### src/rtl/irq_regwin_pkg.sv
// Package: shared entry type and word packing for the register window.
// Assumes 32-bit window words; field placement is fixed by the packing functions.
package irq_regwin_pkg;

    localparam int WORD_W   = 32;
    localparam int IDX_W    = 8;
    localparam logic [IDX_W-1:0] IDX_ID  = 8'h00;
    localparam logic [IDX_W-1:0] IDX_VER = 8'h01;
    localparam logic [IDX_W-1:0] IDX_TBL = 8'h10;

    typedef struct packed {
        logic [7:0] dest;
        logic       mask;
        logic       trig;
        logic       dmode;
        logic [2:0] deliv;
        logic [7:0] vec;
    } redir_t;

    localparam redir_t REDIR_RST = '{dest: 8'h00, mask: 1'b1, trig: 1'b0,
                                     dmode: 1'b0, deliv: 3'b000, vec: 8'h00};

    // Low word view of an entry.
    function automatic logic [WORD_W-1:0] pack_lo(input redir_t e);
        return {15'b0, e.mask, e.trig, 3'b0, e.dmode, e.deliv, e.vec};
    endfunction

    // High word view of an entry.
    function automatic logic [WORD_W-1:0] pack_hi(input redir_t e);
        return {e.dest, 24'b0};
    endfunction

endpackage

### src/rtl/irq_regwin_index.sv
// Index register and its decode.
// Assumes a single bus access per cycle and a synchronous active-low reset.
// The decode flags and entry number come straight from the stored index.
module irq_regwin_index #(
    parameter int NUM_ENT = 16,
    localparam int ENT_W  = $clog2(NUM_ENT)
) (
    input  logic             clk,
    input  logic             rst_n,
    input  logic             wr_en,
    input  logic [7:0]       wdata,
    output logic [7:0]       idx_o,
    output logic             is_id_o,
    output logic             is_ver_o,
    output logic             in_tbl_o,
    output logic [ENT_W-1:0] ent_o,
    output logic             hi_o
);
    import irq_regwin_pkg::*;

    localparam logic [8:0] TBL_LO = {1'b0, IDX_TBL};
    localparam logic [8:0] TBL_HI = TBL_LO + 9'(2 * NUM_ENT);

    logic [7:0] idx_q;
    logic [7:0] off;

    // Hold the index; load it on a bus write to its address.
    always_ff @(posedge clk) begin
        if (!rst_n)     idx_q <= '0;
        else if (wr_en) idx_q <= wdata;
    end

    // Decode the index into a register class and a table position.
    always_comb begin
        off      = idx_q - IDX_TBL;
        is_id_o  = (idx_q == IDX_ID);
        is_ver_o = (idx_q == IDX_VER);
        in_tbl_o = ({1'b0, idx_q} >= TBL_LO) && ({1'b0, idx_q} < TBL_HI);
        ent_o    = off[ENT_W:1];
        hi_o     = off[0];
    end

    assign idx_o = idx_q;

endmodule

### src/rtl/irq_regwin_ident.sv
// Identification and version words.
// The ID and the arbitration ID load from the same write.
// The version word is a constant formed from the parameters.
module irq_regwin_ident #(
    parameter int         NUM_ENT = 16,
    parameter logic [7:0] VERSION = 8'h11
) (
    input  logic        clk,
    input  logic        rst_n,
    input  logic        id_wr,
    input  logic [31:0] wdata,
    output logic [31:0] id_word_o,
    output logic [31:0] ver_word_o,
    output logic [3:0]  id_o,
    output logic [3:0]  arb_id_o
);
    logic [3:0] id_q;
    logic [3:0] arb_q;

    // Load the ID and its arbitration copy together.
    always_ff @(posedge clk) begin
        if (!rst_n) begin
            id_q  <= '0;
            arb_q <= '0;
        end else if (id_wr) begin
            id_q  <= wdata[27:24];
            arb_q <= wdata[27:24];
        end
    end

    assign id_word_o  = {4'b0, id_q, 24'b0};
    assign ver_word_o = {8'b0, 8'(NUM_ENT - 1), 8'b0, VERSION};
    assign id_o       = id_q;
    assign arb_id_o   = arb_q;

endmodule

### src/rtl/irq_regwin_table.sv
// Redirection table.
// Each entry is written through its low or high word. Bits a word does not
// implement are dropped. The table is also driven out in parallel.
// Assumes the entry number is in range whenever wr_en is high.
module irq_regwin_table #(
    parameter int  NUM_ENT = 16,
    localparam int ENT_W   = $clog2(NUM_ENT)
) (
    input  logic                   clk,
    input  logic                   rst_n,
    input  logic                   wr_en,
    input  logic [ENT_W-1:0]       ent,
    input  logic                   hi,
    input  logic [31:0]            wdata,
    output logic [31:0]            rd_word_o,
    output logic [64*NUM_ENT-1:0]  flat_o
);
    import irq_regwin_pkg::*;

    redir_t tbl [NUM_ENT];

    for (genvar i = 0; i < NUM_ENT; i++) begin : g_ent
        // Update entry i from the word selected by hi.
        always_ff @(posedge clk) begin
            if (!rst_n) begin
                tbl[i] <= REDIR_RST;
            end else if (wr_en && (ent == ENT_W'(i))) begin
                if (hi) begin
                    tbl[i].dest  <= wdata[31:24];
                end else begin
                    tbl[i].vec   <= wdata[7:0];
                    tbl[i].deliv <= wdata[10:8];
                    tbl[i].dmode <= wdata[11];
                    tbl[i].trig  <= wdata[15];
                    tbl[i].mask  <= wdata[16];
                end
            end
        end
        assign flat_o[64*i +: 64] = {pack_hi(tbl[i]), pack_lo(tbl[i])};
    end

    // Give the word currently named for reads.
    always_comb begin
        rd_word_o = hi ? pack_hi(tbl[ent]) : pack_lo(tbl[ent]);
    end

endmodule

### src/rtl/irq_regwin.sv
// Top of the indirect register window.
// Decodes the two bus addresses and routes window accesses by the index.
// Read data is registered. Assumes at most one of bus_wr or bus_rd
// targets a given register per cycle; a read sees the state before a same-cycle write.
module irq_regwin #(
    parameter int         BUS_AW  = 2,
    parameter int         NUM_ENT = 16,
    parameter logic [7:0] VERSION = 8'h11
) (
    input  logic                  clk,
    input  logic                  rst_n,
    input  logic [BUS_AW-1:0]     bus_addr,
    input  logic                  bus_wr,
    input  logic                  bus_rd,
    input  logic [31:0]           bus_wdata,
    output logic [31:0]           bus_rdata,
    output logic                  bus_rvalid,
    output logic [3:0]            arb_id_o,
    output logic [64*NUM_ENT-1:0] redir_tbl_o
);
    localparam int ENT_W = $clog2(NUM_ENT);
    localparam logic [BUS_AW-1:0] A_IDX = BUS_AW'(0);
    localparam logic [BUS_AW-1:0] A_WIN = BUS_AW'(1);

    logic [7:0]       sel_cur;
    logic             is_id, is_ver, in_tbl, hi;
    logic [ENT_W-1:0] ent;
    logic [31:0]      id_word, ver_word, tbl_word, rd_mux;
    logic [3:0]       id_cur;
    logic             win_wr;
    logic [31:0]      rdata_q;
    logic             rvalid_q;

    assign win_wr = bus_wr && (bus_addr == A_WIN);

    irq_regwin_index #(.NUM_ENT(NUM_ENT)) u_index (
        .clk      (clk),
        .rst_n    (rst_n),
        .wr_en    (bus_wr && (bus_addr == A_IDX)),
        .wdata    (bus_wdata[7:0]),
        .idx_o    (sel_cur),
        .is_id_o  (is_id),
        .is_ver_o (is_ver),
        .in_tbl_o (in_tbl),
        .ent_o    (ent),
        .hi_o     (hi)
    );

    irq_regwin_ident #(.NUM_ENT(NUM_ENT), .VERSION(VERSION)) u_ident (
        .clk        (clk),
        .rst_n      (rst_n),
        .id_wr      (win_wr && is_id),
        .wdata      (bus_wdata),
        .id_word_o  (id_word),
        .ver_word_o (ver_word),
        .id_o       (id_cur),
        .arb_id_o   (arb_id_o)
    );

    irq_regwin_table #(.NUM_ENT(NUM_ENT)) u_table (
        .clk       (clk),
        .rst_n     (rst_n),
        .wr_en     (win_wr && in_tbl),
        .ent       (ent),
        .hi        (hi),
        .wdata     (bus_wdata),
        .rd_word_o (tbl_word),
        .flat_o    (redir_tbl_o)
    );

    // Select the read source from the bus address and the index.
    always_comb begin
        rd_mux = '0;
        if (bus_addr == A_IDX) begin
            rd_mux = {24'b0, sel_cur};
        end else if (bus_addr == A_WIN) begin
            if (is_id)       rd_mux = id_word;
            else if (is_ver) rd_mux = ver_word;
            else if (in_tbl) rd_mux = tbl_word;
        end
    end

    // Register read data and its valid flag.
    always_ff @(posedge clk) begin
        if (!rst_n) begin
            rdata_q  <= '0;
            rvalid_q <= 1'b0;
        end else begin
            rvalid_q <= bus_rd;
            if (bus_rd) rdata_q <= rd_mux;
        end
    end

    assign bus_rdata  = rdata_q;
    assign bus_rvalid = rvalid_q;

endmodule

### config.mk
export PLATFORM = sky130hd
export DESIGN_NAME = irq_regwin
export DESIGN_NICKNAME = d
export VERILOG_FILES = /design/src/rtl/irq_regwin_pkg.sv /design/src/rtl/irq_regwin_index.sv /design/src/rtl/irq_regwin_ident.sv /design/src/rtl/irq_regwin_table.sv /design/src/rtl/irq_regwin.sv
export SDC_FILE = /design/constraint.sdc
export NUM_CORES = 1
export LEC_CHECK = 0
export ABC_AREA = 1
export BUFFER_PORTS_ARGS = -buffer_cell sky130_fd_sc_hd__buf_2
export CELL_PAD_IN_SITES_DETAIL_PLACEMENT = 0
export CELL_PAD_IN_SITES_GLOBAL_PLACEMENT = 2
export CORE_AREA = 2 2 434 436
export DETAILED_ROUTE_END_ITERATION = 10
export DIE_AREA = 0 0 436 438
export GPL_TIMING_DRIVEN = 1
export PLACE_DENSITY = 0.5
export SETUP_SLACK_MARGIN = 0.15
export SLEW_MARGIN = 20
export SYNTH_ARGS = -nofsm -noshare
export SYNTH_HDL_FRONTEND = slang
export SYNTH_HIERARCHICAL = 1
export SYNTH_SLANG_ARGS = --single-unit
### constraint.sdc
create_clock -name clk -period 4.27 [get_ports clk]
set_clock_uncertainty 0.15 [all_clocks]
set_input_delay 0.427 -clock clk [delete_from_list [all_inputs] [get_ports clk]]
set_output_delay 0.427 -clock clk [all_outputs]
set_load 0.02 [all_outputs]
==> summary.md, run 1 <==
| Metric | Value |
|---|---|
| Status | `completed` |
| DRT Wirelength | `around 120000 um` |
| Final Cycle Share | `~70%` |
| Synth Warn # | `6` |
| Worst r2r src | `u_index/idx_o[4]$_SDFFE_PN0P_` |
| Total number of vias | `18928` |
| CTS tree | `built` |
| Proportion of layout cells with a drive suffix above 1 | `17.2%` |
| CORE AREA | `187000 sq um` |
| Crit-path max cell delay | `500 ps` |
| Filler cells | `approximately 21000` |
| Max-capacitance violation count | `0` |
| Post-Layout Cell Count | `a little over 6000` |
| Die area | `~190000 sq um` |
| Grt met1 use | `between 10 and 15%` |
| Hold Startpoint | `bus_wdata[16]` |
| Area of the multi-input gates | `9820 sq um` |
| Die Ht | `around 440 um` |
| Routability cong. | `around 0.73` |
| Most frequent cells in the layout | `1086 x nand2_1, 742 x conb_1, 478 x nor2_1` |
| Delay-heaviest family, CP | `simple AND/OR/NAND/NOR gates` |
| DRC viols | `0` |
| Period minus WS final | `just over 3000 ps` |
| Drt wl/cell | `around 20 um` |
| Final-report hold violation count | `0` |
| Htree depth | `2` |
| Hold path cells | `2` |
| Clock transition at path regs | `about 60 ps` |
| Mapped Avg Cell Area | `a little over 8 sq um` |
| Buf+Inv Stages, Crit Path | `2` |
| Via/cell ratio | `around 3.1` |
| GR peak layer | `met2` |
| I/O Buffers | `roughly 420` |
| Cts repair resizes | `0` |
| Largest net degree at the start of global routing | `94` |
| Cts bufs inserted | `54` |
| NumNets Final | `between 3000 and 4000` |
| Final Max Slew Viols | `0` |
| Critical-path top delay cell | `nand3_2` |
| Leakage power | `13.9 nW` |
| Worst-case clock buffer depth | `3` |
| Pwr Density | `approximately 380 nW/um^2` |
| Slew headroom | `31.8%` |
| Setup violators final | `0` |
| Worst slew pin tran | `a little over 1000 ps` |
| Global-route wire length before repair | `about 160000 um` |
| Die width | `436 um` |
| Routed Antenna Nets | `0` |
| Hpwl dp | `about 95000 um` |
| Register area | `11500 sq um` |
| Most common cell after layout, fill and taps aside | `nand2_1` |
| Row count | `159` |
| Synth Instances | `just over 3000` |
| Drt pass-1 iters | `5` |
| Starting Density | `between 10% and 20%` |
| Worst Reg-to-Reg Cells | `10` |
| WP data required | `around 4600 ps` |
| Global route total overflow | `0` |
| Arrival time at the worst endpoint | `around 3400 ps` |
| CP Max Fanout | `13` |
| Hold endpoint | `u_table/tbl[15][13]$_SDFFCE_PN1P_` |
| Fmax | `325 MHz` |
| Met2 usage | `roughly a quarter` |
| Maximum VDD drop | `about 0.26 mV` |
| Initial antenna violation count | `1` |
| Register-to-register setup slack | `~1200 ps` |
| Crit path cell chain | `inv_1, nand2_1, nand2_1, nor2_2, nor3b_1, buf_4, nand3_2, nor2_1, nand3_2, nor2_1` |
| Number of global-route vias before repair | `about 18000` |
| RSZ-0062 raised after global routing | `false` |
| Inst Count DP | `5930` |
| Worst-skew pair later-pin latency | `680 ps` |
| Root Driver | `clkbuf_16` |
| Gr usage total | `about 12%` |
| CTS sink count | `approximately 400` |
| Area growth syn-to-layout | `16.5%` |
| Met3 Usage GRT | `under 10%` |
| CP Launch Type | `flip-flop` |
| Netlist Area Pre-Place | `25100 sq um` |
| Reg-to-reg endpoint | `u_table/tbl[13][7]$_SDFFCE_PN0P_` |
| Top-Level Pins | `1099` |
| Worst Hold Class | `in2reg` |
| Setup crit end kind | `flip-flop` |
| Sum Neg Setup Slack | `0 ps` |
| Critical path type | `reg2reg` |
| Starting DRT DRC Count | `between 1000 and 1500` |
-- stage by stage --
stage          utilization [%]  power, mW  setup WS (ps)  cell area, sq um  hold WS [ps]
2_1_floorplan                -       6.25           1240             27900           336
3_3_place_gp              14.6       6.45            918             27300           306
3_5_place_dp              14.6       6.45            971             27300           303
4_1_cts                   15.7       11.3           1110             29200           112
5_1_grt                   15.7       11.5            856             29200           105
6_report                  15.7       11.0           1190             29200           154
-- registers in the layout, summed over array words and instances, names as in the netlist --
| name | cells |
|---|---|
| u_table/tbl | 352 |
| bus_rdata | 32 |
| u_index/idx_o | 8 |
| u_ident/id_o | 4 |
| bus_rvalid | 1 |
-- layer usage --
| metal | vias up | part of all wire [%] |
|---|---|---|
| met5 | - | 0 |
| met4 | 0 | 2.4 |
| met3 | 108 | 4.3 |
| met2 | 616 | 54 |
| met1 | 9129 | 39 |
| li1 | 9075 | - |
-- layout make-up --
class	instances	area share, %
flip-flops and latches	397	39.3
multi-input cells	2503	33.6
well taps	2495	10.7
repair buffers	502	9.71
clock buffers	65	4.76
clock inverters	32	1.35
inverters	46	0.612
diodes	1	0.00856
-- where the power goes --
| part | internal, mW | switching (mW) | total (mW) |
|---|---|---|---|
| Sequential | 4.34 | 0.0959 | 4.44 |
| Clock | 2.75 | 1.98 | 4.74 |
| Combinational | 0.296 | 1.57 | 1.86 |
| Total | 7.39 | 3.65 | 11.0 |
-- worst max path at each step --
stage                                              from                                end  slack [ps]  cells past startpoint
final                     u_index/idx_o[4]$_SDFFE_PN0P_   u_table/tbl[13][7]$_SDFFCE_PN0P_        1190                     10
after global placement                      bus_addr[1]      u_table/tbl[13][11]$_DFFE_PP_         920                      9
after detailed placement                    bus_addr[1]   u_table/tbl[13][6]$_SDFFCE_PN0P_         970                      9
after floorplan           u_index/idx_o[4]$_SDFFE_PN0P_   u_table/tbl[15][0]$_SDFFCE_PN0P_        1240                     12
after global routing      u_index/idx_o[4]$_SDFFE_PN0P_   u_table/tbl[13][7]$_SDFFCE_PN0P_         860                     10
after CTS                 u_index/idx_o[4]$_SDFFE_PN0P_  u_table/tbl[14][18]$_SDFFCE_PN0P_        1110                     10
-- repair_timing --
action                                 CTS  global route
endpoints found under the hold margin   13             0
hold buffers                            13             0
setup buffers                            0             0
(Power assumes the default switching activity.)
==> run 2, diff against run 1 <==
Settings changed: ABC_AREA 1 to 0, CORE_AREA 2 2 434 436 to 2 2 427 429, DIE_AREA 0 0 436 438 to 0 0 429 431, PLACE_DENSITY 0.5 to 0.49.
Clock period 4.27 ns to 2.8 ns, I/O delays scaled along.
==> run 2 against run 1 <==
  * Area after synthesis down 3.2%
  * Register-to-register slack got worse by 1000 ps
  * Cell area rose by 0.11%
  * Critical path type unchanged
==> summary.md, run 2 <==
| Metric | Value |
|---|---|
| Setup crit end kind | `flip-flop (unchanged)` |
| Hold Startpoint | `bus_wdata[2] (was bus_wdata[16])` |
| Pwr Density | `549 nW/um^2 (was 378 nW/um^2)` |
| Starting Density | `13.5% (was 13.4%)` |
| Critical path type | `reg2reg (unchanged)` |
| Netlist Area Pre-Place | `24300 sq um (was 25100 sq um)` |
| DP Worst Slack | `-165 ps (was 971 ps)` |
| DRC viols | `0 (unchanged)` |
| I/O Buffers | `416 (unchanged)` |
| Status | `completed (unchanged)` |
| Most frequent cells in the layout | `742 x conb_1, 416 x buf_2, 352 x edfxtp_1 (was 1086 x nand2_1, 742 x conb_1, 478 x nor2_1)` |
| Routed Antenna Nets | `0 (unchanged)` |
| Area growth syn-to-layout | `20.5% (was 16.5%)` |
| Worst r2r src | `u_index/idx_o[1]$_SDFFE_PN0P_ (was u_index/idx_o[4]$_SDFFE_PN0P_)` |
| Leakage power | `12.1 nW (was 13.9 nW)` |
| DR WL met2 | `59000 um (was 66400 um)` |
| Row count | `156 (was 159)` |
| Met3 WL post-DR | `5720 um (was 5310 um)` |
| Worst Reg-to-Reg Cells | `7 (was 10)` |
| Root Driver | `clkbuf_16 (unchanged)` |
| Proportion of layout cells with a drive suffix above 1 | `29.5% (was 17.2%)` |
| Number of flip-flops in the largest register | `352 (unchanged)` |
| DRT Wirelength | `112000 um (was 123000 um)` |
| Most common cell after layout, fill and taps aside | `conb_1 (was nand2_1)` |
| Clock transition at path regs | `60 ps (about the same)` |
| Routability cong. | `0.797 (was 0.733)` |
| Inst Count DP | `4888 (was 5930)` |
| Register area | `11500 sq um (about the same)` |
| Period minus WS final | `2630 ps (was 3080 ps)` |
| Die area | `185000 sq um (was 191000 sq um)` |
| Setup ws final | `175 ps (was 1190 ps)` |
| Reg-to-reg endpoint | `bus_rdata[31]$_SDFFE_PN0P_ (was u_table/tbl[13][7]$_SDFFCE_PN0P_)` |
| WP data required | `3160 ps (was 4630 ps)` |
| Worst slew pin tran | `836 ps (was 1020 ps)` |
| Global route total overflow | `0 (unchanged)` |
| Gr usage total | `11.5% (was 12.3%)` |
| Sum Neg Setup Slack | `0 ps (unchanged)` |
| CP Max Fanout | `6 (was 13)` |
| Synth Warn # | `6 (unchanged)` |
| Worst-case clock buffer depth | `3 (unchanged)` |
| Final Max Slew Viols | `0 (unchanged)` |
| Top-Level Pins | `1099 (unchanged)` |
| Die width | `429 um (was 436 um)` |
| Fmax | `381 MHz (was 325 MHz)` |
| Biggest register | `u_table/tbl (unchanged)` |
| Slew headroom | `44.2% (was 31.8%)` |
| Setup violators final | `0 (unchanged)` |
| Htree depth | `2 (unchanged)` |
| Mapped Avg Cell Area | `11.6 sq um (was 8.07 sq um)` |
| Cts bufs inserted | `53 (was 54)` |
| Hold endpoint | `u_index/idx_o[2]$_SDFFE_PN0P_ (was u_table/tbl[15][13]$_SDFFCE_PN1P_)` |
| Met1 wire length | `45000 um (was 48600 um)` |
| Via/cell ratio | `3.04 (was 3.13)` |
| Worst-skew pair later-pin latency | `640 ps (was 680 ps)` |
| Hpwl dp | `88600 um (was 95200 um)` |
| Filler cells | `19992 (was 21440)` |
| Total number of vias | `15208 (was 18928)` |
| Drt pass-1 iters | `5 (unchanged)` |
| CTS tree | `built (unchanged)` |
| Maximum VDD drop | `0.413 mV (was 0.265 mV)` |
| RSZ-0062 raised after global routing | `true (was false)` |
| Largest net degree at the start of global routing | `45 (was 94)` |
| Synth Instances | `2102 (was 3109)` |
| Initial antenna violation count | `17 (was 1)` |
| Starting DRT DRC Count | `953 (was 1150)` |
| Die Ht | `431 um (was 438 um)` |
| NumNets Final | `2630 (was 3542)` |
| CORE AREA | `180000 sq um (was 187000 sq um)` |
| Arrival time at the worst endpoint | `2990 ps (was 3440 ps)` |
| Final-report hold violation count | `0 (unchanged)` |
| Post-Layout Cell Count | `5004 (was 6041)` |
| Hold path cells | `3 (was 2)` |
| Area of the multi-input gates | `9550 sq um (was 9820 sq um)` |
| CTS sink count | `397 (unchanged)` |
| Drt wl/cell | `22.4 um (was 20.4 um)` |
| DR top layer | `met5 (was met4)` |
| Global-route wire length before repair | `143000 um (was 161000 um)` |
| Final total power | `16.1 mW (was 11.0 mW)` |
| Final Cycle Share | `93.8% (was 72.0%)` |
| Min Hold Slack | `36.4 ps (was 154 ps)` |
| Register-to-register setup slack | `170 ps (was 1190 ps)` |
| Number of global-route vias before repair | `14188 (was 17677)` |
| CP Launch Type | `flip-flop (unchanged)` |
| Max-capacitance violation count | `0 (unchanged)` |
| Worst Hold Class | `in2reg (unchanged)` |
run 2: report_power, final:
part | switching [mW] | total, mW | internal [mW]
clock network | 2.92 | 6.74 | 3.82
logic | 1.97 | 2.52 | 0.551
registers | 0.186 | 6.81 | 6.63
total | 5.07 | 16.1 | 11.0
run 2: critical path, cell delays in order (launching register included):
cell	delay, ps
dfxtp_4	360
buf_8	160
buf_12	150
mux4_2	550
a22oi_1	250
o31ai_1	210
a221o_1	380
a32o_1	250
run 2: worst max path at each step:
stage,depth (start not counted),start,end,slack (ps)
after floorplan,7,u_index/idx_o[4]$_SDFFE_PN0P_,u_table/tbl[10][0]$_SDFFCE_PN0P_,-180
after global placement,7,u_index/idx_o[2]$_SDFFE_PN0P_,bus_rdata[8]$_SDFFE_PN0P_,-140
after detailed placement,7,u_index/idx_o[2]$_SDFFE_PN0P_,bus_rdata[8]$_SDFFE_PN0P_,-160
after CTS,7,u_index/idx_o[1]$_SDFFE_PN0P_,bus_rdata[16]$_SDFFE_PN0P_,140
after global routing,8,u_index/idx_o[4]$_SDFFE_PN0P_,bus_rdata[25]$_SDFFE_PN0P_,120
final,7,u_index/idx_o[1]$_SDFFE_PN0P_,bus_rdata[31]$_SDFFE_PN0P_,170
run 2: layer usage:
metal	track usage, %	up-vias
li1	-	6805
met1	13.8	7764
met2	20.9	558
met3	2.21	79
met4	2.80	2
met5	0	-
run 2: per-stage QoR:
stage                     cell area, sq um  utilization (%)
final                                29300             16.2
after global routing                 29300             16.2
after CTS                            29100             16.2
after detailed placement             27200             15.1
after global placement               27200             15.1
after floorplan                      27100                -
run 2: what timing repair did:
| action | 4_1_cts | 5_1_grt |
|---|---|---|
| endpoints found under the setup margin | 88 | 107 |
| gates resized for setup | 15 | 19 |
| pin swaps | 0 | 1 |
| hold buffers | 3 | 0 |
| gates cloned | 1 | 1 |
| buffers inserted | 12 | 2 |
| endpoints found under the hold margin | 12 | 0 |
run 2: final cells by class:
class                      instances  area share (%)
antenna                            4          0.0342
tap                             2370            10.1
timing repair buffer             565            12.2
sequential                       397            39.2
multi-input combinational       1573            32.6
clock buffer                      69            4.91
clock inverter                    24           0.834
inverter                           2          0.0257
